$ cat src/rtl/lbus_own_pkg.sv
package lbus_own_pkg;
   typedef enum logic [1:0] {
      HS_OWN   = 2'd0,
      HS_ARMED = 2'd1,
      HS_GAP   = 2'd2,
      HS_DROP  = 2'd3
   } hs_e;
endpackage

$ cat src/rtl/lbus_hs_fsm.sv
module lbus_hs_fsm
   import lbus_own_pkg::*;
(
   input  logic clk,
   input  logic rst_n,
   input  logic release_n,
   input  logic req_on,
   input  logic busy,
   input  logic done,
   output hs_e  hand_q,
   output hs_e  hand_d,
   output logic rel_armed_q
);
   logic trig;
   logic rel_armed_d;

   assign trig = !release_n && rel_armed_q && req_on;

   always_comb begin
      hand_d = hand_q;
      unique case (hand_q)
         HS_OWN: begin
            if (trig) begin
               if (!busy)     hand_d = HS_DROP;
               else if (done) hand_d = HS_GAP;
               else           hand_d = HS_ARMED;
            end
         end
         HS_ARMED: if (done) hand_d = HS_GAP;
         HS_GAP:   hand_d = HS_DROP;
         HS_DROP:  hand_d = HS_OWN;
         default:  hand_d = HS_OWN;
      endcase
   end

   always_comb begin
      rel_armed_d = rel_armed_q;
      if (hand_d == HS_DROP && hand_q != HS_DROP) rel_armed_d = 1'b0;
      else if (release_n)                          rel_armed_d = 1'b1;
   end

   always_ff @(posedge clk) begin
      if (!rst_n) begin
         hand_q      <= HS_OWN;
         rel_armed_q <= 1'b1;
      end else begin
         hand_q      <= hand_d;
         rel_armed_q <= rel_armed_d;
      end
   end
endmodule

$ cat src/rtl/lbus_pend_ctr.sv
module lbus_pend_ctr #(
   parameter int PEND_W = 3
) (
   input  logic clk,
   input  logic rst_n,
   input  logic inc,
   input  logic dec,
   output logic nonzero
);
   localparam logic [PEND_W-1:0] FULL = {PEND_W{1'b1}};

   generate
      if (PEND_W < 1) begin : g_bad_width
         $error("lbus_pend_ctr: PEND_W must be at least 1");
      end else if (PEND_W == 1) begin : g_flag
         logic flag_q;
         always_ff @(posedge clk) begin
            if (!rst_n)   flag_q <= 1'b0;
            else if (inc) flag_q <= 1'b1;
            else if (dec) flag_q <= 1'b0;
         end
         assign nonzero = flag_q;
      end else begin : g_count
         logic [PEND_W-1:0] cnt_q;
         always_ff @(posedge clk) begin
            if (!rst_n) begin
               cnt_q <= '0;
            end else if (inc && !dec) begin
               if (cnt_q != FULL) cnt_q <= cnt_q + 1'b1;
            end else if (dec && !inc) begin
               cnt_q <= cnt_q - 1'b1;
            end
         end
         assign nonzero = (cnt_q != '0);
      end
   endgenerate
endmodule

$ cat src/rtl/lbus_xfer_track.sv
module lbus_xfer_track (
   input  logic clk,
   input  logic rst_n,
   input  logic go,
   input  logic done,
   output logic busy_q
);
   always_ff @(posedge clk) begin
      if (!rst_n)    busy_q <= 1'b0;
      else if (go)   busy_q <= 1'b1;
      else if (done) busy_q <= 1'b0;
   end
endmodule

$ cat src/rtl/lbus_own_ctrl.sv
module lbus_own_ctrl
   import lbus_own_pkg::*;
#(
   parameter int PEND_W       = 3,
   parameter int REQ_AT_RESET = 0
) (
   input  logic clk,
   input  logic rst_n,
   input  logic grant_n,
   input  logic release_n,
   input  logic xfer_pend,
   input  logic xfer_done,
   output logic req_n,
   output logic owns_bus,
   output logic xfer_go
);
   localparam logic UP_INIT = (REQ_AT_RESET != 0);

   generate
      if (REQ_AT_RESET != 0 && REQ_AT_RESET != 1) begin : g_bad_mode
         $error("lbus_own_ctrl: REQ_AT_RESET must be 0 or 1");
      end
   endgenerate

   hs_e  hand_q, hand_d;
   logic rel_armed_q;
   logic busy_q;
   logic pend_nz;
   logic req_up_q, req_up_d;
   logic req_n_q;

   lbus_hs_fsm u_hs (
      .clk        (clk),
      .rst_n      (rst_n),
      .release_n  (release_n),
      .req_on     (!req_n_q),
      .busy       (busy_q),
      .done       (xfer_done),
      .hand_q     (hand_q),
      .hand_d     (hand_d),
      .rel_armed_q(rel_armed_q)
   );

   lbus_pend_ctr #(.PEND_W(PEND_W)) u_pend (
      .clk    (clk),
      .rst_n  (rst_n),
      .inc    (xfer_pend),
      .dec    (xfer_go),
      .nonzero(pend_nz)
   );

   lbus_xfer_track u_trk (
      .clk   (clk),
      .rst_n (rst_n),
      .go    (xfer_go),
      .done  (xfer_done),
      .busy_q(busy_q)
   );

   assign req_up_d = req_up_q | xfer_pend;

   always_ff @(posedge clk) begin
      if (!rst_n) begin
         req_up_q <= UP_INIT;
         req_n_q  <= 1'b1;
      end else begin
         req_up_q <= req_up_d;
         req_n_q  <= !(req_up_d && hand_d != HS_DROP);
      end
   end

   assign xfer_go  = pend_nz && !busy_q && !req_n_q && !grant_n
                     && release_n && (hand_q == HS_OWN);
   assign owns_bus = !req_n_q && !grant_n
                     && (hand_q == HS_OWN || hand_q == HS_ARMED);
   assign req_n    = req_n_q;
endmodule

$ cat config.mk
export PLATFORM = sky130hd
export DESIGN_NAME = lbus_own_ctrl
export DESIGN_NICKNAME = d
export VERILOG_FILES = /design/src/rtl/lbus_own_pkg.sv /design/src/rtl/lbus_hs_fsm.sv /design/src/rtl/lbus_pend_ctr.sv /design/src/rtl/lbus_xfer_track.sv /design/src/rtl/lbus_own_ctrl.sv
export SDC_FILE = /design/constraint.sdc
export NUM_CORES = 1
export LEC_CHECK = 0
export ABC_AREA = 1
export BUFFER_PORTS_ARGS = -buffer_cell sky130_fd_sc_hd__buf_2
export CORE_AREA = 8 8 45 47
export CTS_BUF_LIST = sky130_fd_sc_hd__clkbuf_2 sky130_fd_sc_hd__clkbuf_4 sky130_fd_sc_hd__clkbuf_8
export DETAILED_ROUTE_END_ITERATION = 10
export DIE_AREA = 0 0 53 55
export GPL_TIMING_DRIVEN = 1
export HOLD_SLACK_MARGIN = 0.03
export SYNTH_ARGS = -nofsm -noshare
export SYNTH_HDL_FRONTEND = slang
export SYNTH_HIERARCHICAL = 1
export SYNTH_SLANG_ARGS = --single-unit
$ cat constraint.sdc
create_clock -name clk -period 4 [get_ports clk]
set_clock_uncertainty 0.05 [all_clocks]
set_input_delay 0.8 -clock clk [delete_from_list [all_inputs] [get_ports clk]]
set_output_delay 0.8 -clock clk [all_outputs]
set_load 0.05 [all_outputs]
* Yosys cells after proc, flatten, opt, wreduce, memory -nomap -nowiden
Index checks and enable logic that the tools add are counted.
** Word-level totals
- Bits in registers :: 9
- Input port bits :: 6
- Output and inout port bits :: 3
- Logic and storage cells :: 56
** Operators by class
- Add/subtract/negate cells :: 2
- Equal/unequal tests :: 8
- Multiplexer cells :: 12
- Bitwise gates (word level) :: 1
- Reduce and logical (&&, ||, !) cells :: 27
** Operators by type and width (number)
- 1-bit logical AND :: 13
- 3-bit 2-to-1 mux :: 3
- 2-bit 2-to-1 mux :: 4
- 2-bit one-hot mux with 4 select lines :: 1
- 1-bit logical NOT :: 7
- 2-bit == test, second input constant :: 3
- 2-bit inequality test, second input constant :: 3
- 2-bit nonzero test :: 3
- 1-bit 2-to-1 mux :: 4
- 3-bit by 1-bit adder with 3-bit output, second input constant :: 1
- 3-bit inequality test, second input constant :: 1
- 3-bit nonzero test :: 1
- 3-bit by 1-bit subtractor with 3-bit output, second input constant :: 1
- 2-bit by 1-bit == test with 1-bit output, second input constant :: 1
- 2-bit logical NOT :: 1
- 2-bit AND reduction :: 1
- 1-bit logical OR :: 1
- 1-bit bitwise OR :: 1

* Longest topological paths before layout
Gate-level depths: netlist (run 1).
- Depth in word-level cells :: 10
- Depth in mapped cells :: 19
- Gate-level depth less buffers :: 19

* Cells and area by module
Netlist (run 1), hierarchy kept.
** Modules (own cells, without submodules)
- lbus_pend_ctr :: instances 1, cells an instance 37, area an instance 216.5 um^2, seq. area each 60.1 um^2
- lbus_hs_fsm :: instances 1, cells an instance 28, area an instance 170.2 um^2, seq. area each 60.1 um^2
- lbus_own_ctrl :: instances 1, cells an instance 16, area an instance 105.1 um^2, seq. area each 40.0 um^2
- lbus_xfer_track :: instances 1, cells an instance 6, area an instance 43.8 um^2, seq. area each 20.0 um^2

* Least setup slack after synthesis (run 1)
Ideal clock, no wire load.
- Kind :: input to register
- Start :: input port grant_n
- End :: register u_pend.g_count.cnt_q[2]
- Library setup time :: 0.115 ns
- Arrival time :: 2.586 ns
- Data required time :: 3.835 ns
- Path slack :: 1.249 ns
- Stages on the path :: 15
- Buffers on the path :: 0
- Path through :: nor2_1 > nand2_1 > nor2_1 > inv_1 > nand2_2 > nand2_1 > nand2_1 > inv_1 > ha_1 > inv_1 > nand2_1 > nand2_1 > nand2_1 > nor2_1 > nor2_1
** Between the ends
- Cells in the longest elaborated chain, start to end :: 8
- Elaborated cells between the ends (all ways) :: 11
- Those cells by class :: 1 x eq/ne; 1 x mux; 9 x reduce/logical
** RTL lines
- from (decl) :: RTL line lbus_own_ctrl.sv:9 : input logic grant_n,
- 1-bit logical NOT (*) :: RTL line lbus_own_ctrl.sv:72 : assign xfer_go = pend_nz && !busy_q && !req_n_q && !grant_n
- 1-bit logical AND (*) :: RTL line lbus_own_ctrl.sv:72
- 1-bit logical AND (*) (2 in series) :: RTL line lbus_own_ctrl.sv:73 : && release_n && (hand_q == HS_OWN);
- named net xfer_go :: RTL line lbus_own_ctrl.sv:15 : output logic xfer_go
- 1-bit logical NOT :: RTL line lbus_pend_ctr.sv:28 : end else if (inc && !dec) begin
- 1-bit logical AND :: RTL line lbus_pend_ctr.sv:28
- 2-bit inequality test (no line) / 2-bit nonzero test (equally long branches)
- 2-bit AND reduction (no line)
- to (signal assigned) :: RTL line lbus_pend_ctr.sv:29 : if (cnt_q != FULL) cnt_q <= cnt_q + 1'b1;
- to (signal assigned) :: RTL line lbus_pend_ctr.sv:31 : cnt_q <= cnt_q - 1'b1;
- to (decl) :: RTL line lbus_pend_ctr.sv:24 : logic [PEND_W-1:0] cnt_q;
The timed path passes the listed nets; every way through them passes the cells marked *.
A chain may end at the register's enable or synchronous reset.

* Final worst setup path (run 1)
- Start :: input port grant_n
- End :: output port xfer_go
** Between the ends
- Cells in the longest elaborated chain, start to end :: 4
** RTL lines (RTL line)
- 1-bit logical NOT :: lbus_own_ctrl.sv:72
- 1-bit logical AND :: lbus_own_ctrl.sv:72
- 1-bit logical AND (2 in series) :: lbus_own_ctrl.sv:73
- to (decl) :: lbus_own_ctrl.sv:15
No other way between the ends.

==> out/metrics.cfg, run 1 <==
[outcome]
status=finished, final reports clean

[yosys]
synth_area_sq_um=536
yosysSeqAreaShare_pct=33.6
synth_cell_types=16
ys_seq_elements=9
synth_cells=87
syn_avg_cell_area_sq_um=6.16
synth_nets=94
yosys_warnings=6

[global_route]
antenna_found_initial=0
grt_pass1_vias=415
grt_use_total_pct=7.85
grt_pass1_wl_um=1670
grt_max_degree=9
grt.overflow.total=0

[job]
maxCapViolCount=0

[layout]
final_cell_mix=21 x inv_1, 20 x nand2_1, 13 x nor2_1
syn2layout_area_growth_pct=16.8
diodes=0
final_cells=115
fin_nets=107
drive_gt1_share_pct=21.2
final_common_cell=inv_1
fin_area_sq_um=626

[clock_network]
cts_resized=0
ctsHtreeMaxLevel=1
cts_root_buffer=clkbuf_4
cts.hold.buffers_added=0
clk_latency_ns=0.26
cts_setup_buffers=0
cts_made_buffers=3
clockBufferDepth=2
cts_tree=done
clock-sinks=9
clkTransAtPathRegs_ns=0.06

[route]
drt-initial-drc-count=6
ant_nets=0
drtPass1Iterations=4
drc=0
wl_per_cell_um=8.63
vias=499
drt-total-wl_um=992
routed_via_density=4.34

[sta]
finalSetupViolations=0
max_freq_mhz=410
maxSlewHeadroom_pct=83.7
fin_crit_ns=2.44
min_period_over_period_pct=60.9
finalMaxSlewViolations=0
setup_tns_ns=0
worst_slack_ns=1.56
max_slew.worst_pin.slew_ns=0.244
hold_viol=0
rsz0062_at_grt=false

[worst_setup_path]
worstPathRequired_ns=3.15
end_kind=primary output
cp.arrival_ns=1.59
critPathMaxFanout=4
crit_path_start_kind=input pin
path_class=input pin to primary output

[place]
dp_hpwl_um=793
routabilityCongestion=0.773
place_area_sq_um=596
dp.cells=111
portBuffers=8
place_worst_setup_slack_ns=1.54

[pwr]
p_per_area_mw_per_mm2=447
leakagePower_uw=0.000353
ir_drop_uv=164

[floorplanning]
core_area_sq_mm=0.00138
die_h_um=55
die_width_um=53
rows=14
io_pins=9
dieArea_sq_mm=0.00292
initial_utilization_pct=38.7

[min_path]
hold_path.class=register to register

## layout make-up
type | instances | area [sq um]
Inverter | 22 | 82.6
Timing Repair Buffer | 8 | 40.0
Clock buffer | 4 | 30.0
Fill cell | 152 | 758
Sequential cell | 9 | 180
Multi-Input combinational cell | 56 | 273
Tap cell | 16 | 20.0
## cell usage after synthesis
| cell type | count | area, sq um |
|---|---|---|
| nand2_1 | 20 | 75.1 |
| nand3_1 | 5 | 25.0 |
| nor3_1 | 1 | 5.00 |
| a21oi_1 | 2 | 10.0 |
| inv_2 | 1 | 3.75 |
| or2_1 | 1 | 6.26 |
| o21ai_2 | 1 | 8.76 |
| o21a_1 | 1 | 7.51 |
| ha_1 | 1 | 12.5 |
| o21ai_1 | 4 | 20.0 |
| nand3_2 | 2 | 20.0 |
| nor2_1 | 13 | 48.8 |
| inv_1 | 21 | 78.8 |
| a21oi_2 | 1 | 8.76 |
| dfxtp_1 | 9 | 180 |
| nand2_2 | 4 | 25.0 |
## cell families (layout without fill, tap and decap cells)
| kind of cell | after synthesis | after routing | share of synthesized area (%) |
|---|---|---|---|
| buffers and inverters | 22 | 34 | 15.4 |
| and+or+nand+nor | 46 | 46 | 38.3 |
| DFF | 9 | 9 | 33.6 |
| AOI/OAI and AO/OA | 9 | 9 | 10.3 |
| adders and majority gates | 1 | 1 | 2.34 |
## registers in the layout, summed over array words and instances, names as in the netlist
register,cells
u_pend/g_count.cnt_q,3
u_hs/hand_q,2
req_n,1
req_up_q,1
u_hs/rel_armed_q,1
u_trk/busy_q,1
## power breakdown
part | switching [uW] | internal [uW]
clock | 31.4 | 45.2
sequential | 13.0 | 104
combinational | 56.3 | 30.0
total | 101 | 179
## critical path: stages
cell	delay, ns
buf_2	0.09
nor2_1	0.08
nand2_1	0.07
nor2_1	0.23
buf_2	0.31
## metrics by stage
stage | total power, uW | hold WS, ns | util, %
floorplan | 186 | 0.370 | -
global route | 306 | 0.413 | 45.2
detailed placement | 205 | 0.385 | 43.0
CTS | 286 | 0.401 | 45.2
finish | 280 | 0.394 | 45.2
global placement | 205 | 0.377 | 43.0
## worst paths after layout
kind | from | endpoint | slack, ns | cells after the start
worst max-delay path | grant_n | xfer_go | 1.56 | 5
worst min-delay path | req_up_q | req_up_q | 0.39 | 1
worst max register to register | u_pend/g_count.cnt_q[0] | u_pend/g_count.cnt_q[2] | 2.12 | 18
worst min register to register | req_up_q | req_up_q | 0.39 | 1
## metal layers
metal | global-route usage (%) | vias up | wire length, um
li1 | - | 285 | -
met1 | 9.23 | 198 | 491
met2 | 10.7 | 12 | 405
met3 | 3.48 | 4 | 75
met4 | 6.47 | 0 | 19
met5 | 0 | - | 0
No activity file was read; power rests on OpenSTA's default activity.
==> run 2: changes to the inputs <==
- clock period: 4 -> 2.1 ns (I/O delays scaled with it)
==> run 2 against run 1 <==
  * Sequential share of layout area down 0.34 points
  * Wire length rose by 3.6%
  * Global-route usage rose by 0.68 points
  * Core utilization grew 0.54 points
  * Critical path depth increased by 2
  * Sequential power rose by 90%
  * Critical path type is now register to primary output
==> out/metrics.cfg, run 2 (synthesized netlist as in run 1, its figures left out) <==
[worst_setup_path]
reg2reg_slack_ns=0.30  ; was 2.12 ns
worst-path-buf-inv=3  ; was 2
end_kind=primary output  ; unchanged
critPathMaxFanout=4  ; unchanged
critical-path-max-stage-delay_ns=0.37  ; was 0.31 ns
crit_family=buffers and inverters  ; unchanged
crit_path_start_kind=register  ; was input pin
cp.arrival_ns=1.37  ; was 1.59 ns
reg2reg_depth=18  ; unchanged
path_depth=7  ; was 5
cp_slowest_cell=dfxtp_1  ; was buf_2
cp_cell_sequence=inv_1 -> nand3_1 -> nand2_1 -> inv_1 -> nand2_1 -> nor2_4 -> buf_2  ; was buf_2 -> nor2_1 -> nand2_1 -> nor2_1 -> buf_2
endpoint=xfer_go  ; unchanged
r2r_start=u_pend/g_count.cnt_q[0]  ; unchanged
path_class=register to primary output  ; was input pin to primary output
startpoint=u_pend/g_count.cnt_q[0]  ; was grant_n
worstPathRequired_ns=1.63  ; was 3.15 ns
rr_endpoint=u_pend/g_count.cnt_q[2]  ; unchanged

[sta]
min_period_over_period_pct=87.7
hold_viol=0  ; unchanged
max_freq_mhz=543
rsz0062_at_grt=false  ; unchanged
fin_crit_ns=1.84
finalMaxSlewViolations=0  ; unchanged
worst_slack_ns=0.259  ; was 1.56 ns
maxSlewHeadroom_pct=83.3  ; was 83.7%
setup_tns_ns=0  ; unchanged
finalSetupViolations=0  ; unchanged
max_slew.worst_pin.slew_ns=0.253  ; was 0.244 ns

[layout]
final_cell_mix=21 x inv_1, 20 x nand2_1, 12 x nor2_1  ; was 21 x inv_1, 20 x nand2_1, 13 x nor2_1
diodes=0  ; unchanged
largestRegisters=u_pend/g_count.cnt_q (3), u_hs/hand_q (2)  ; unchanged
final_common_cell=inv_1  ; unchanged
fin_nets=107  ; unchanged
num-fill-cells=148  ; was 152
largest_reg_flops=3  ; unchanged
syn2layout_area_growth_pct=18.2  ; was 16.8%
drive_gt1_share_pct=22.2  ; was 21.2%
top_register=u_pend/g_count.cnt_q  ; unchanged
fin_util_pct=45.8  ; was 45.2%

[floorplanning]
die_h_um=55  ; unchanged
core_area_sq_mm=0.00138  ; unchanged
rows=14  ; unchanged
dieArea_sq_mm=0.00292  ; unchanged
io_pins=9  ; unchanged
die_width_um=53  ; unchanged
initial_utilization_pct=38.7  ; unchanged

[route]
routed_via_density=4.37  ; was 4.34
drt-initial-drc-count=9  ; was 6
drt-total-wl_um=1030  ; was 992 um
drtPass1Iterations=4  ; unchanged
wl_per_cell_um=8.94  ; was 8.63 um
drc=0  ; unchanged
ant_nets=0  ; unchanged
vias=503  ; was 499

[clock_network]
cts_tree=done  ; unchanged
clkTransAtPathRegs_ns=0.07  ; was 0.06 ns
cts_made_buffers=3  ; unchanged
cts.hold.buffers_added=0  ; unchanged
clockBufferDepth=2  ; unchanged
cts_resized=0  ; unchanged
cts_setup_buffers=0  ; unchanged
cts_root_buffer=clkbuf_4  ; unchanged
clock-sinks=9  ; unchanged
clk_latency_ns=0.27  ; was 0.26 ns
ctsHtreeMaxLevel=1  ; unchanged

[outcome]
status=finished, final reports clean  ; unchanged

[min_path]
hold_path.class=input pin to register  ; was register to register
min_from=rst_n  ; was req_up_q

[job]
maxCapViolCount=0  ; unchanged

[pwr]
ir_drop_uv=378  ; was 164 uV
p_per_area_mw_per_mm2=857  ; was 447 mW/mm^2
leakagePower_uw=0.000353  ; about the same

[place]
portBuffers=8  ; unchanged
place_worst_setup_slack_ns=0.259  ; was 1.54 ns
routabilityCongestion=0.846  ; was 0.773
dp_hpwl_um=804  ; was 793 um

[global_route]
grt.overflow.total=0  ; unchanged
grt_pass1_wl_um=1810  ; was 1670 um
antenna_found_initial=0  ; unchanged
grt_max_degree=9  ; unchanged
grt_use_total_pct=8.53  ; was 7.85%
grt_pass1_vias=454  ; was 415

[run 2: worst min-delay path by stage]
| stage | end | slack, ns | cells after the start |
|---|---|---|---|
| 4_1_cts | req_n | 0.36 | 2 |
| 3_5_place_dp | req_up_q | 0.38 | 1 |
| 3_3_place_gp | req_up_q | 0.38 | 1 |
| 2_1_floorplan | req_up_q | 0.37 | 1 |
| 5_1_grt | req_n | 0.36 | 2 |
| 6_report | req_n | 0.37 | 2 |
[run 2: report_power, final]
| part | internal (uW) | switching (uW) |
|---|---|---|
| combinational | 57.8 | 111 |
| clock | 86.3 | 65.1 |
| sequential | 198 | 24.6 |
| total | 342 | 201 |
[run 2: per-layer routing]
layer	global-route usage, %	wire (um)	up-vias
met5	0	0	-
met4	2.59	9	0
met3	5.61	60	2
met2	13.7	484	8
met1	8.98	473	212
li1	-	-	281
[run 2: through the flow]
step           instances  power [uW]  cell area, sq um  hold WS [ns]
6_report             115         543               633         0.367
5_1_grt              115         590               633         0.363
4_1_cts              115         552               633         0.361
3_5_place_dp         111         396               603         0.383
3_3_place_gp         111         395               603         0.378
2_1_floorplan         87         358               543         0.370
[run 2: cell type report]
| type | count | area [sq um] | share of cell area (%) |
|---|---|---|---|
| clock buffers | 4 | 30.0 | 4.74 |
| flip-flops and latches | 9 | 180 | 28.5 |
| well taps | 16 | 20.0 | 3.16 |
| inverters | 22 | 82.6 | 13.0 |
| repair buffers | 8 | 40.0 | 6.32 |
| multi-input cells | 56 | 280 | 44.3 |
